**config.mk**
```make
export PLATFORM = sky130hd
export DESIGN_NAME = gf89_digit_mul
export DESIGN_NICKNAME = d
export VERILOG_FILES = /design/src/rtl/gf89_digit_mul.sv
export SDC_FILE = /design/constraint.sdc
export NUM_CORES = 1
export LEC_CHECK = 0
export BUFFER_PORTS_ARGS = -buffer_cell sky130_fd_sc_hd__buf_2
export CAP_MARGIN = 0
export CELL_PAD_IN_SITES_DETAIL_PLACEMENT = 1
export CELL_PAD_IN_SITES_GLOBAL_PLACEMENT = 1
export CORE_UTILIZATION = 42
export DETAILED_ROUTE_END_ITERATION = 10
export HOLD_SLACK_MARGIN = 0.03
export PLACE_DENSITY_LB_ADDON = 0.08
export SLEW_MARGIN = 20
export SYNTH_ARGS = -nofsm -noshare
export SYNTH_HDL_FRONTEND = slang
export SYNTH_SLANG_ARGS = --single-unit
```
**constraint.sdc**
```tcl
create_clock -name clk -period 1.7 [get_ports clk]
set_clock_uncertainty 0.05 [all_clocks]
set_input_delay 0.255 -clock clk [delete_from_list [all_inputs] [get_ports clk]]
set_output_delay 0.255 -clock clk [all_outputs]
set_load 0.02 [all_outputs]
```
**src/rtl/gf89_digit_mul.sv**
```systemverilog
module gf89_digit_mul #(
  parameter int W   = 89,
  parameter int D   = 4,
  parameter int TAP = 38
) (
  input  logic         clk,
  input  logic         rst_n,
  input  logic         clk_en,
  input  logic         start,
  input  logic [W-1:0] op_a,
  input  logic [W-1:0] op_b,
  output logic [W-1:0] product,
  output logic         done,
  output logic         busy
);
  localparam int STEPS = (W + D - 1) / D;
  localparam int PADW  = STEPS * D;
  localparam int CW    = $clog2(STEPS + 1);
  localparam logic [W-1:0] RED = (W'(1) << TAP) | W'(1);

  function automatic logic [W-1:0] xtime(input logic [W-1:0] v);
    return {v[W-2:0], 1'b0} ^ (v[W-1] ? RED : '0);
  endfunction

  logic [W-1:0]    a_q, acc_q;
  logic [PADW-1:0] b_q;
  logic [CW-1:0]   cnt_q;
  logic            busy_q, done_q;

  logic [D-1:0]    dig;
  logic [D-1:0]    top;
  logic [W-1:0]    shifted;
  logic [W-1:0]    a_pow [D];
  logic [W-1:0]    pp;
  logic [W-1:0]    acc_nxt;

  assign dig     = b_q[PADW-1 -: D];
  assign top     = acc_q[W-1 -: D];
  assign shifted = {acc_q[W-D-1:0], {D{1'b0}}} ^ W'(top) ^ (W'(top) << TAP);

  always_comb begin
    a_pow[0] = a_q;
    for (int j = 1; j < D; j++) a_pow[j] = xtime(a_pow[j-1]);
    pp = '0;
    for (int j = 0; j < D; j++) if (dig[j]) pp = pp ^ a_pow[j];
  end

  assign acc_nxt = shifted ^ pp;

  always_ff @(posedge clk or negedge rst_n) begin
    if (!rst_n) begin
      a_q    <= '0;
      acc_q  <= '0;
      b_q    <= '0;
      cnt_q  <= '0;
      busy_q <= 1'b0;
      done_q <= 1'b0;
    end else if (clk_en) begin
      done_q <= 1'b0;
      if (!busy_q) begin
        if (start) begin
          a_q    <= op_a;
          b_q    <= PADW'(op_b);
          acc_q  <= '0;
          cnt_q  <= CW'(STEPS);
          busy_q <= 1'b1;
        end
      end else begin
        acc_q <= acc_nxt;
        b_q   <= b_q << D;
        cnt_q <= cnt_q - CW'(1);
        if (cnt_q == CW'(1)) begin
          busy_q <= 1'b0;
          done_q <= 1'b1;
        end
      end
    end
  end

  assign product = acc_q;
  assign done    = done_q;
  assign busy    = busy_q;
endmodule

```
== After elaboration in Yosys (flattened, before gate mapping) ==
Index checks and enable logic that the tools add are counted.
W data, S select, Z words.
Storage, ports and cells
  bits in registers: 277
  latch bits: 0
  memory bits (writable): 0
  ROM bits: 0
  input port bits: 182
  output and inout bits: 91
  memories: 0
Operators by class
  add/subtract/negate cells: 1
  $mul: 0
  divide/modulo/power cells: 0
  magnitude comparators: 0
  equal/unequal tests: 1
  shifts and indexed selects: 0
  multiplexer cells: 18
  bitwise gates (word level): 10
  reductions and logical operators: 3
Operators with widths (number)
  $mux W89: 6
  $xor A89 B89 Y89: 4
  $xor A89 B39 Y89: 3
  $mux W92: 2
  $mux W39: 3
  $xor A89 B4 Y89: 1
  $xor A89 B42 Y89: 1
  $mux W5: 2
  $eq A5 B1 Y1 const B: 1
  $mux W1: 5
  $sub A5 B1 Y5 const B: 1
  $reduce_and A3 Y1: 1
  $reduce_and A2 Y1: 1
  $reduce_bool A2 Y1: 1
  $not A1 Y1: 1

== Depth between registers and ports, before layout ==
  depth after elaboration: 10
  depth in mapped cells: 7
  depth with buffers taken out: 5

== Worst setup path after synthesis ==
OpenSTA, ideal clock, no wires.
  kind: flip-flop to flip-flop
  start: reg busy_q, in the netlist busy
  end: reg b_q[27]
  library setup time: 0.137 ns
  arrival: 1.309 ns
  data required time: 1.513 ns
  path slack: 0.204 ns
  cell stages (with the launch flop): 7
  buffers on the path: 3
  path through: dfrtp_1 -> nand2_1 -> buf_2 -> buf_4 -> buf_4 -> o22ai_1 -> a21oi_1
On the way
  cells in the longest elaborated chain, start to end: 2
RTL lines
  start, declared: RTL line 28  | logic busy_q, done_q;
  start signal, assigned: RTL line 56  | busy_q <= 1'b0;
  start signal, assigned: RTL line 66  | busy_q <= 1'b1;
  start signal, assigned: RTL line 73  | busy_q <= 1'b0;
  $reduce_bool A2 Y1 (no line)
  $reduce_and A2 Y1 (no line)
  end signal, assigned: RTL line 63  | b_q <= PADW'(op_b);
  end signal, assigned: RTL line 70  | b_q <= b_q << D;
  end, declared: RTL line 26  | logic [PADW-1:0] b_q;
Several ways; a longest one is shown, not always the timed one.
A chain may end at the register's enable or synchronous reset.

== Worst setup path in the final report ==
  start: reg b_q[88]
  end: reg acc_q[17], in the netlist product[17]
On the way
  cells in the longest elaborated chain, start to end: 9
RTL lines
  $mux W89 (*): RTL line 45  | for (int j = 0; j < D; j++) if (dig[j]) pp = pp ^ a_pow[j];
  $xor A89 B89 Y89: RTL line 45
  $mux W89 (*): RTL line 45
  $xor A89 B89 Y89: RTL line 45
  $mux W89 (*): RTL line 45
  $xor A89 B89 Y89: RTL line 45
  $mux W89 (*): RTL line 45
  $xor A89 B89 Y89 (*): RTL line 48  | assign acc_nxt = shifted ^ pp;
  $mux W89 (*): RTL line 60  | if (!busy_q) begin
  end signal, assigned: RTL line 69  | acc_q <= acc_nxt;
  end, declared: RTL line 25  | logic [W-1:0] a_q, acc_q;
Mark *: on every way between the ends. The rest lies on a longest branch, timed or not.

==> flow_metrics.tcl <==
set metrics [dict create \
    cts.reportedPaths.clkPinSlew_ps 60 \
    combPwrFrac 0.521 \
    relSlewSlack 0.6815 \
    grt_usage 0.2815 \
    root_buffer "clkbuf_16" \
    ir_worst_vdd_mv 0.8502 \
    post-route-util 0.5657 \
    vias 14930 \
    min_from "op_b[88]" \
    wl_um 54620 \
    internal-power_mw 25.38 \
    p_leak_nw 9.168 \
    synth-edff-count 0 \
    portBuffers 272 \
    finalHoldViolCount 0 \
    critPathArrivalTime_ps 2040 \
    min_to "b_q[88]" \
    tightest_slew_ps 477.7 \
    synth.cell_area_um2 15700 \
    tritoncts.num_buffers 36 \
    ys_seq_area_frac 0.4414 \
    antenna_left 0 \
    cts.sinks 277 \
    avgSynthCellArea_um2 8.442 \
    clk-insertion-delay-late_ps 560 \
    pwr-share-seq 0.309 \
    place_area_um2 17560 \
    final-max-slew-violation-count 0 \
    top_layer "met5" \
    hold_path_class "input pin to flip-flop" \
    ys_ff_latch 277 \
    tns_ps 0 \
    fillers 4346 \
    worstReg2RegStart "b_q[88]" \
    grt_pass1_wl_um 86150 \
    wl_met1_um 23530 \
    die_h_um 195.4 \
    h-tree-depth 2 \
    hold_slack_ps 95.24 \
    synth_area_leaders "dfrtp_1 44%, nand2_1 17%, xnor2_1 15%" \
    async_flop_share 1.000 \
    stdcell_count 2775 \
    finalWorstSetupSlack_ps 34.07 \
    r2r_setup_slack_ps 30 \
    dieArea_um2 38160 \
    power.switching_mw 19.42 \
    worstPathMaxFanout 12 \
    r2r_end "product[17]" \
    clock_power_share 0.170 \
    period_share 0.9800 \
    start_kind "flip-flop" \
    synthCells 1860 \
    dp_cells 2516 \
    dp_slack_ps 79.90 \
    fmax_mhz 600.3 \
    grt_start_max_net_pins 75 \
    synth_cell_types 26 \
    yosysMostFrequentCell "nand2_1" \
    grt_pass1_vias 15920 \
    die_x_um 195.4 \
    reg2reg_depth 7 \
    layout-drive-gt1-share 0.1736 \
    num_io_pins 273 \
    outcome "complete, no violations" \
    sw_frac_of_total 0.4335 \
    end_kind "flip-flop" \
    fp-row-count 70 \
    synth_top_cell_by_area "dfrtp_1" \
    grt_antenna_before_repair 9 \
    setup_viol 0 \
    drt_iter0_drc 770 \
    wl_per_cell_um 19.68 \
    area_delta_synth_final_pct 32.22 \
    syn-num-nets 2044 \
    cts_tree "built" \
    gp_congestion 0.7804 \
    rsz0062_at_grt "yes" \
    whs_path_depth 4 \
    synth_flop_cell "dfrtp_1" \
    drc 0 \
    worst-setup-path-type "flip-flop to flip-flop" \
    yosysWarningCount 0 \
    core_area_um2 36700 \
    max-cap-violations 0 \
    via_per_inst 5.380 \
    required_ps 2080 \
    hpwl_um 33060 \
    synth_common_cells "717 x nand2_1, 277 x dfrtp_1, 276 x xnor2_1" \
    final_area_um2 20760 \
    first_pass_iters 5 \
    wl_met3_um 2379 \
    p_per_area_nw_per_um2 2158 \
    nNetsFinal 2457 \
    initial_core_util 0.4279 \
    min_period_ps 1666 \
    wl_met2_um 26700 \
    synth.top_cell.area_share 0.4414 \
    clockBufferDepth 3 \
    p_total_mw 44.80 \
    grt.overflow.total 0 \
]
## state kept, by name, summed over array words and instances, names as in the netlist
signal and cells:
cnt_q 5, done 1, b_q 92, a_q 89
product 89, busy 1
## what timing repair did
item,4_1_cts,5_1_grt
hold endpoints to repair,454,0
endpoints found under the setup margin,1,18
hold buffers,178,0
buffers inserted,0,3
pin swaps,0,6
gates cloned,0,6
resized for setup,1,11
## cells in the final DEF, fill, tap and decap left out, drive strengths merged
cell,n
nand2,717
buf,319
dfrtp,277
xnor2,276
dlygate4sd3,178
o22ai,168
o21ai,92
xor2,89
a21oi,86
clkbuf,55
clkinv,11
diode,8
a22o,8
nor2,6
inv,4
nand3,3
a22oi,2
ha,2
nor4,1
and3,1
nor3b,1
a21o,1
bufinv,1
clkinvlp,1
## worst max-delay path, stage by stage, from the launching register on
cell,delay (ps)
dfrtp_4,500
buf_12,160
buf_16,150
nand2_1,120
xnor2_2,140
xnor2_2,140
xnor2_1,170
o21ai_1,90
## kinds of logic (layout without fill, tap and decap cells)
kind of cell             after synthesis  after routing  synth area share
adder cells (fa/ha/maj)                2              2          0.001593
other                                  0              8                 0
AND/OR/NAND/NOR                      729            729            0.1754
buffers and inverters                130            569           0.04821
AO/OA/AOI/OAI                        357            357            0.1298
XOR/XNOR                             365            365            0.2036
flip-flops                           277            277            0.4414
## power groups by stage
stage          logic [mW]  registers (mW)  clock network, mW
2_1_floorplan        16.9            13.6                  0
3_3_place_gp         21.4            13.8                  0
3_5_place_dp         22.2            13.9                  0
4_1_cts              22.7            13.8               7.71
5_1_grt              25.7            14.3               7.98
6_report             23.3            13.9               7.60
## metal layers
layer / vias to the layer above / track usage
li1: 6921 / -
met1: 7477 / 0.3640
met2: 395 / 0.4730
met3: 133 / 0.04059
met4: 4 / 0.1146
met5: - / 0
## layout make-up
type                            instances  area (um2)  share of cell area
Multi-Input combinational cell       1453        8092              0.3897
Antenna cell                            8       20.02           0.0009643
Tap cell                              468       585.6             0.02820
Clock buffer                           51        1047             0.05044
Sequential cell                       277        6948              0.3347
Timing Repair Buffer                  501        3928              0.1892
Inverter                                4       15.01           0.0007232
Clock inverter                         13       126.4            0.006087
## worst max path at each step
stage | from | end | slack [ps] | cells past startpoint
final | b_q[88] | product[17] | 30 | 7
after global routing | b_q[88] | product[17] | -30 | 7
after CTS | b_q[88] | product[68] | 40 | 6
after detailed placement | b_q[88] | product[17] | 80 | 6
after global placement | b_q[88] | product[39] | 110 | 6
after floorplan | busy | b_q[27] | 200 | 6
Note: power is estimated with default switching activity, not from simulation.
